--- src/rtl/dram_ctrl_pkg.sv ---
package dram_ctrl_pkg;

  typedef enum logic [2:0] {
    S_IDLE,   // row closed and precharged
    S_ROW,    // row strobe low, row address held
    S_CADDR,  // column address and write enable set up
    S_COL,    // column strobe low
    S_CPRE,   // column precharge inside an open row
    S_OPEN,   // row open, waiting for the next request
    S_PRE,    // row precharge
    S_REF     // row-only refresh
  } dc_state_e;

  function automatic int imax(input int a, input int b);
    return (a > b) ? a : b;
  endfunction

endpackage

--- src/rtl/dram_phase_timer.sv ---
module dram_phase_timer #(
  parameter int W = 5
) (
  input  logic         clk,
  input  logic         rst_n,
  input  logic         load,
  input  logic [W-1:0] load_val,
  output logic [W-1:0] count,
  output logic         done
);

  logic [W-1:0] cnt_q, cnt_d;

  always_comb begin
    cnt_d = cnt_q;
    if (load)
      cnt_d = load_val;
    else if (cnt_q != '0)
      cnt_d = cnt_q - 1'b1;
  end

  always_ff @(posedge clk or negedge rst_n) begin
    if (!rst_n) cnt_q <= '0;
    else        cnt_q <= cnt_d;
  end

  assign count = cnt_q;
  assign done  = (cnt_q == '0);

endmodule

--- src/rtl/dram_refresh_sched.sv ---
module dram_refresh_sched #(
  parameter int T_REFI = 1953,
  parameter int ROW_W  = 7
) (
  input  logic             clk,
  input  logic             rst_n,
  input  logic             ref_done,
  output logic             ref_pend,
  output logic [ROW_W-1:0] ref_row
);

  localparam int CW = $clog2(T_REFI);

  logic [CW-1:0]    cnt_q, cnt_d;
  logic             pend_q, pend_d;
  logic [ROW_W-1:0] row_q, row_d;
  logic             tick;

  assign tick = (cnt_q == CW'(T_REFI - 1));

  always_comb begin
    cnt_d  = tick ? '0 : cnt_q + 1'b1;
    pend_d = (pend_q && !ref_done) || tick;
    row_d  = ref_done ? row_q + 1'b1 : row_q;
  end

  always_ff @(posedge clk or negedge rst_n) begin
    if (!rst_n) begin
      cnt_q  <= '0;
      pend_q <= 1'b0;
      row_q  <= '0;
    end else begin
      cnt_q  <= cnt_d;
      pend_q <= pend_d;
      if (ref_done) row_q <= row_d;
    end
  end

  assign ref_pend = pend_q;
  assign ref_row  = row_q;

  // the previous refresh is served before the next interval ends
  p_no_lost_tick_r9: assert property (@(posedge clk) disable iff (!rst_n)
    tick |-> (!pend_q || ref_done));

endmodule

--- src/rtl/dram_row_age.sv ---
module dram_row_age #(
  parameter int T_RAS_MAX = 1250,
  parameter int CLOSE_AT  = 1213
) (
  input  logic clk,
  input  logic rst_n,
  input  logic ras_low,
  output logic close_due
);

  localparam int AW = $clog2(T_RAS_MAX + 1);

  logic [AW-1:0] age_q, age_d;

  always_comb begin
    if (!ras_low)
      age_d = '0;
    else if (age_q == AW'(T_RAS_MAX))
      age_d = age_q;
    else
      age_d = age_q + 1'b1;
  end

  always_ff @(posedge clk or negedge rst_n) begin
    if (!rst_n) age_q <= '0;
    else        age_q <= age_d;
  end

  assign close_due = (age_q >= AW'(CLOSE_AT));

  // row strobe low run stays within its maximum width
  p_ras_max_r8: assert property (@(posedge clk) disable iff (!rst_n)
    ras_low |-> (age_q < AW'(T_RAS_MAX)));

endmodule

--- src/rtl/dram_strobe_ctrl.sv ---
module dram_strobe_ctrl
  import dram_ctrl_pkg::*;
#(
  parameter int ROW_W     = 7,
  parameter int COL_W     = 7,
  parameter int DATA_W    = 1,
  parameter int T_RAH     = 5,
  parameter int T_CAS     = 21,
  parameter int T_CAC     = 21,
  parameter int T_CP      = 13,
  parameter int T_RP      = 19,
  parameter int T_RAS_MIN = 32,
  parameter int T_RAS_MAX = 1250,
  parameter int T_REFI    = 1953
) (
  input  logic                           clk,
  input  logic                           rst_n,
  input  logic                           req_valid,
  output logic                           req_ready,
  input  logic                           req_write,
  input  logic [ROW_W+COL_W-1:0]         req_addr,
  input  logic [DATA_W-1:0]              req_wdata,
  output logic                           rsp_valid,
  output logic [DATA_W-1:0]              rsp_rdata,
  output logic                           mem_rowstb_n,
  output logic                           mem_colstb_n,
  output logic                           mem_wr_n,
  output logic [imax(ROW_W,COL_W)-1:0]   mem_addr,
  output logic [DATA_W-1:0]              mem_dout,
  input  logic [DATA_W-1:0]              mem_din
);

  localparam int AW        = ROW_W + COL_W;
  localparam int MW        = imax(ROW_W, COL_W);
  localparam int CLOSE_AT  = T_RAS_MAX - T_CAS - T_CP - 3;
  localparam int TMAX      = imax(imax(imax(T_RAH, T_CAS), imax(T_CP, T_RP)), T_RAS_MIN);
  localparam int TW        = $clog2(TMAX + 1);
  localparam int SAMPLE_AT = T_CAS - T_CAC;

  // reset: asserted asynchronously, released on the clock
  logic [1:0] rs_q;
  logic       rst_n_s;

  always_ff @(posedge clk or negedge rst_n) begin
    if (!rst_n) rs_q <= 2'b00;
    else        rs_q <= {rs_q[0], 1'b1};
  end
  assign rst_n_s = rs_q[1];

  dc_state_e          st_q, st_d;
  logic [ROW_W-1:0]   row_q, row_d;
  logic [COL_W-1:0]   col_q, col_d;
  logic               wr_q, wr_d;
  logic [DATA_W-1:0]  wd_q, wd_d;

  logic               tmr_load, tmr_done;
  logic [TW-1:0]      tmr_val, tmr_cnt;
  logic               ref_pend, ref_done;
  logic [ROW_W-1:0]   ref_row;
  logic               close_due;
  logic               hit, accept;

  logic               ras_n_q, cas_n_q, we_n_q;
  logic [MW-1:0]      addr_q;
  logic [DATA_W-1:0]  dout_q;
  logic               rv_q;
  logic [DATA_W-1:0]  rd_q;

  logic               ras_n_d, cas_n_d, we_n_d;
  logic [MW-1:0]      addr_d;
  logic               rv_d;

  dram_phase_timer #(.W(TW)) u_timer (
    .clk      (clk),
    .rst_n    (rst_n_s),
    .load     (tmr_load),
    .load_val (tmr_val),
    .count    (tmr_cnt),
    .done     (tmr_done)
  );

  dram_refresh_sched #(.T_REFI(T_REFI), .ROW_W(ROW_W)) u_refresh (
    .clk      (clk),
    .rst_n    (rst_n_s),
    .ref_done (ref_done),
    .ref_pend (ref_pend),
    .ref_row  (ref_row)
  );

  dram_row_age #(.T_RAS_MAX(T_RAS_MAX), .CLOSE_AT(CLOSE_AT)) u_age (
    .clk       (clk),
    .rst_n     (rst_n_s),
    .ras_low   (!ras_n_q),
    .close_due (close_due)
  );

  assign hit = (req_addr[AW-1:COL_W] == row_q);

  assign req_ready = ((st_q == S_IDLE) && !ref_pend) ||
                     ((st_q == S_OPEN) && !ref_pend && !close_due && hit);

  // next-state logic
  always_comb begin
    st_d     = st_q;
    tmr_load = 1'b0;
    tmr_val  = '0;
    ref_done = 1'b0;
    accept   = 1'b0;
    unique case (st_q)
      S_IDLE: begin
        if (ref_pend) begin
          st_d     = S_REF;
          tmr_load = 1'b1;
          tmr_val  = TW'(T_RAS_MIN - 1);
        end else if (req_valid) begin
          accept   = 1'b1;
          st_d     = S_ROW;
          tmr_load = 1'b1;
          tmr_val  = TW'(T_RAH - 1);
        end
      end
      S_ROW:   if (tmr_done) st_d = S_CADDR;
      S_CADDR: begin
        st_d     = S_COL;
        tmr_load = 1'b1;
        tmr_val  = TW'(T_CAS - 1);
      end
      S_COL: begin
        if (tmr_done) begin
          st_d     = S_CPRE;
          tmr_load = 1'b1;
          tmr_val  = TW'(T_CP - 1);
        end
      end
      S_CPRE:  if (tmr_done) st_d = S_OPEN;
      S_OPEN: begin
        if (ref_pend || close_due || (req_valid && !hit)) begin
          st_d     = S_PRE;
          tmr_load = 1'b1;
          tmr_val  = TW'(T_RP - 1);
        end else if (req_valid) begin
          accept = 1'b1;
          st_d   = S_CADDR;
        end
      end
      S_PRE:   if (tmr_done) st_d = S_IDLE;
      S_REF: begin
        if (tmr_done) begin
          st_d     = S_PRE;
          tmr_load = 1'b1;
          tmr_val  = TW'(T_RP - 1);
          ref_done = 1'b1;
        end
      end
      default: st_d = S_IDLE;
    endcase
  end

  // request fields captured on acceptance
  always_comb begin
    row_d = row_q;
    col_d = col_q;
    wr_d  = wr_q;
    wd_d  = wd_q;
    if (accept) begin
      row_d = req_addr[AW-1:COL_W];
      col_d = req_addr[COL_W-1:0];
      wr_d  = req_write;
      wd_d  = req_wdata;
    end
  end

  // memory pins derived from the next state, then registered
  always_comb begin
    ras_n_d = (st_d == S_IDLE) || (st_d == S_PRE);
    cas_n_d = (st_d != S_COL);
    we_n_d  = !(wr_d && ((st_d == S_CADDR) || (st_d == S_COL)));
    if (st_d == S_REF)
      addr_d = MW'(ref_row);
    else if ((st_d == S_CADDR) || (st_d == S_COL))
      addr_d = MW'(col_d);
    else
      addr_d = MW'(row_d);
    rv_d = (st_q == S_COL) && !wr_q && (tmr_cnt == TW'(SAMPLE_AT));
  end

  always_ff @(posedge clk or negedge rst_n_s) begin
    if (!rst_n_s) begin
      st_q    <= S_IDLE;
      row_q   <= '0;
      col_q   <= '0;
      wr_q    <= 1'b0;
      wd_q    <= '0;
      ras_n_q <= 1'b1;
      cas_n_q <= 1'b1;
      we_n_q  <= 1'b1;
      addr_q  <= '0;
      dout_q  <= '0;
      rv_q    <= 1'b0;
      rd_q    <= '0;
    end else begin
      st_q    <= st_d;
      if (accept) begin
        row_q <= row_d;
        col_q <= col_d;
        wr_q  <= wr_d;
        wd_q  <= wd_d;
      end
      ras_n_q <= ras_n_d;
      cas_n_q <= cas_n_d;
      we_n_q  <= we_n_d;
      addr_q  <= addr_d;
      dout_q  <= wd_d;
      rv_q    <= rv_d;
      if (rv_d) rd_q <= mem_din;
    end
  end

  assign mem_rowstb_n = ras_n_q;
  assign mem_colstb_n = cas_n_q;
  assign mem_wr_n     = we_n_q;
  assign mem_addr     = addr_q;
  assign mem_dout     = dout_q;
  assign rsp_valid    = rv_q;
  assign rsp_rdata    = rd_q;

  // column strobe only inside a row activation
  p_colstb_in_row_r3: assert property (@(posedge clk) disable iff (!rst_n_s)
    !mem_colstb_n |-> !mem_rowstb_n);

  // write enable leads the column strobe fall
  p_wr_lead_r4: assert property (@(posedge clk) disable iff (!rst_n_s)
    ($fell(mem_colstb_n) && !mem_wr_n) |-> ($past(mem_wr_n) == 1'b0));

  // write enable steady while the column strobe is low
  p_wr_hold_r4: assert property (@(posedge clk) disable iff (!rst_n_s)
    (!mem_colstb_n && ($past(mem_colstb_n) == 1'b0)) |-> $stable(mem_wr_n));

  // read valid is a single-cycle pulse
  p_rsp_pulse_r5: assert property (@(posedge clk) disable iff (!rst_n_s)
    rsp_valid |=> !rsp_valid);

  // no request is taken while a refresh waits
  p_ref_blocks_r11: assert property (@(posedge clk) disable iff (!rst_n_s)
    ref_pend |-> !req_ready);

endmodule

--- config.mk ---
export PLATFORM = sky130hd
export DESIGN_NAME = dram_strobe_ctrl
export DESIGN_NICKNAME = d
export VERILOG_FILES = /design/src/rtl/dram_ctrl_pkg.sv /design/src/rtl/dram_phase_timer.sv /design/src/rtl/dram_refresh_sched.sv /design/src/rtl/dram_row_age.sv /design/src/rtl/dram_strobe_ctrl.sv
export SDC_FILE = /design/constraint.sdc
export NUM_CORES = 1
export LEC_CHECK = 0
export ABC_AREA = 1
export BUFFER_PORTS_ARGS = -buffer_cell sky130_fd_sc_hd__clkbuf_2
export CAP_MARGIN = 20
export CORE_MARGIN = 2
export CORE_UTILIZATION = 60
export CTS_CLUSTER_DIAMETER = 60
export DETAILED_ROUTE_END_ITERATION = 16
export GPL_ROUTABILITY_DRIVEN = 0
export PLACE_DENSITY = 0.8
export SLEW_MARGIN = 40
export SYNTH_ARGS = -nofsm -noshare
export SYNTH_HDL_FRONTEND = slang
export SYNTH_SLANG_ARGS = --single-unit
--- constraint.sdc ---
create_clock -name clk -period 3.8 [get_ports clk]
set_input_delay 0.19 -clock clk [delete_from_list [all_inputs] [get_ports clk]]
set_output_delay 0.19 -clock clk [all_outputs]
set_load 0.05 [all_outputs]
==> impl_metrics.yaml <==
run_status:
  status: "finished, final reports clean"
pwr:
  power_density_nw_per_um2: 397
  peakVddDrop_mv: 0.283
  leakage_nw: 2.35
  total_power_mw: 1.74
worst_setup_path:
  critPathLaunch: "u_age.age_q[1]"
  critPathCaptureType: "primary output"
  r2r_setup_slack_ns: 1.71
  r2r-start: "u_age.age_q[1]"
  worstPathRequired_ns: 3.61
  crit_type: "flip-flop to primary output"
  cp-start-kind: "flip-flop"
  r2r_end: "u_timer.count[3]"
  reg2reg_depth: 13
  cp_max_fo: 16
  crit_arrival_ns: 2.12
sta:
  fin_setup_tns_ns: 0
  setup_violations: 0
  fmaxAchievable_ghz: 0.432
  slew_viol_final: 0
  tightest_slew_ns: 0.691
  fin_crit_ns: 2.31
  relSlewSlack_pct: 53.9
  post-route-period-util_pct: 60.9
  rsz0062_at_grt: "false"
  skew_ns: 0.0118
  hold_viol: 0
min_path:
  worstHoldEndpoint: "rsp_rdata"
  hold_path.class: "input pin to flip-flop"
  hp-start: "mem_din"
  holdPathStages: 3
cells_and_area:
  post-route-cell-area_sq_um: 4390
  area_delta_synth_final_pct: 12.2
  regArea_sq_um: 1760
  multi_input_area_sq_um: 1740
  insertedDiodeCount: 0
  final_cell_mix: "nand2_1 (142), inv_1 (95), dfrtp_1 (66)"
  nets: 582
  drive_gt1_share_pct: 15.2
  final_common_cell: "nand2_1"
  nFillCells: 500
synth:
  ys_ff_latch: 70
  syn_area_per_cell_sq_um: 7.66
  synth_top_area_cell: "dfrtp_1"
  synth_area_sq_um: 3910
  synthesis.nets: 539
  synth_fa_ha_area_share_pct: 2.56
  synth_top_area_share_pct: 42.9
  ys_seq_area_share_pct: 44.9
  syn_inst: 511
  ys_top_cells_by_area: "dfrtp_1 (43%), nand2_1 (14%), inv_1 (9.1%)"
  yosys.area_share.simple_pct: 32.3
  synth_cell_types: 37
  synth_mux_area_share_pct: 0
  synth-warning-count: 0
  synth_top_family_by_area: "simple AND/OR/NAND/NOR gates"
  synth_compound_area_share_pct: 5.95
  synthXorXnorAreaFrac_pct: 3.58
cts:
  h-tree-depth: 3
  cts_resized: 0
  cts.reportedPaths.clkPinSlew_ns: 0.07
  clockRootBuffer: "clkbuf_8"
  clock_latency_ns: 0.34
  cts_buffers: 9
  clock_path_buffers: 2
  postCtsSetupBuffers: 0
  cts_tree: "built"
  clock-sinks: 70
placement:
  placed_cell_area_sq_um: 4160
  hpwl_um: 5880
  port_buffers: 33
routing:
  first_pass_iters: 5
  drc: 0
  ant_nets: 0
  vias: 3339
  avgRoutedWirePerCell_um: 12.5
  vias_per_cell: 5.25
  wirelength_um: 7970
  drt-initial-drc-count: 295
die:
  die_y_um: 84.8
  die-area_sq_um: 7180
  rows: 29
  initial_core_util_pct: 62.0
  core_sq_um: 6310
  fp.dieW_um: 84.8
  boundaryPins: 34
global_route:
  gr-usage-all-layers_pct: 24.4
  grt_max_degree: 39
  antenna_found_initial: 0
  grt_remaining_overflow: 0
  grt_pass1_wl_um: 14300
  grt_pass1_vias: 3350
flow_run:
  maxCapViolations: 0
synthesized netlist by cell type:
cell / number
a211oi_1: 2
a21oi_1: 11
a21oi_2: 2
a21oi_4: 1
a31oi_1: 1
and3_1: 1
buf_2: 1
buf_6: 2
clkinv_1: 1
clkinv_2: 1
clkinv_4: 1
conb_1: 1
dfrtp_1: 67
dfstp_2: 3
ha_1: 8
inv_1: 95
inv_2: 4
nand2_1: 142
nand2_2: 2
nand2_4: 3
nand3_1: 48
nand3_2: 4
nand3_4: 3
nand3b_1: 1
nand4_1: 6
nor2_1: 41
nor2_2: 5
nor2_4: 4
nor3_1: 10
nor3b_1: 1
nor4_1: 2
o21ai_0: 17
o21ai_1: 2
o21ai_4: 1
o221a_2: 1
xnor2_1: 5
xor2_1: 11
area by class of cell:
cell class                 count  share of cell area, %
clock buffer                  11                   3.22
clock inverter                 5                   1.85
inverter                     102                   8.86
multi-input combinational    336                   39.6
sequential                    70                   40.1
tap                           77                   2.19
timing repair buffer          35                   4.16
repair_timing:
| item | CTS | global route |
|---|---|---|
| hold buffers | 1 | 0 |
| endpoints found under the setup margin | 0 | 0 |
| endpoints found under the hold margin | 2 | 0 |
through the flow:
stage / utilization (%) / worst slack [ns] / std cells / hold WS, ns
6_report: 69.5 / 1.49 / 636 / 0.0496
3_5_place_dp: 65.8 / 1.77 / 619 / -0.0234
5_1_grt: 69.5 / 1.32 / 636 / 0.0547
3_3_place_gp: 65.8 / 1.78 / 619 / -0.0245
2_1_floorplan: - / 1.71 / 511 / -0.106
4_1_cts: 69.5 / 1.48 / 636 / 0.0440
cell families after synthesis:
family          after synthesis
compound gates               38
xor+xnor                     16
fa+ha+maj                     8
buf+inv                     105
flops                        70
other cells                   1
simple gates                273
state kept, by name (all words and copies together), names as in the netlist, 3 cells and up:
signal             count
col_q                  7
mem_addr               7
row_q                  7
st_q                   3
u_age.age_q           11
u_refresh.cnt_q       11
u_refresh.ref_row      7
u_timer.count          6
power by group:
group / switching (mW) / leakage [nW] / internal (mW)
registers: 0.0299 / 0.846 / 0.784
clock network: 0.279 / 0.110 / 0.389
logic: 0.181 / 1.39 / 0.0816
total: 0.490 / 2.35 / 1.25
worst max-delay path, cell delays in order (launching register included):
cell,delay [ns]
dfrtp_1,0.38
inv_1,0.10
ha_1,0.20
nor2_1,0.10
nor2_1,0.04
nand2_1,0.10
nand3_2,0.09
o21ai_4,0.41
clkbuf_2,0.37
per-layer routing:
metal	GRT usage, %	vias up	routed length [um]
li1	-	1662	-
met1	32.1	1556	3620
met2	41.1	103	3870
met3	3.54	18	331
met4	8.80	0	150
met5	0	-	0
worst max path at each step:
stage / end / slack (ns) / cells after the start
global placement: u_timer.count[3] / 1.78 / 13
global route: req_ready / 1.32 / 8
CTS: req_ready / 1.48 / 8
detailed placement: u_timer.count[3] / 1.77 / 13
finish: req_ready / 1.49 / 8
floorplan: col_q[0] / 1.71 / 0
Power figures use the tool's default switching activity.
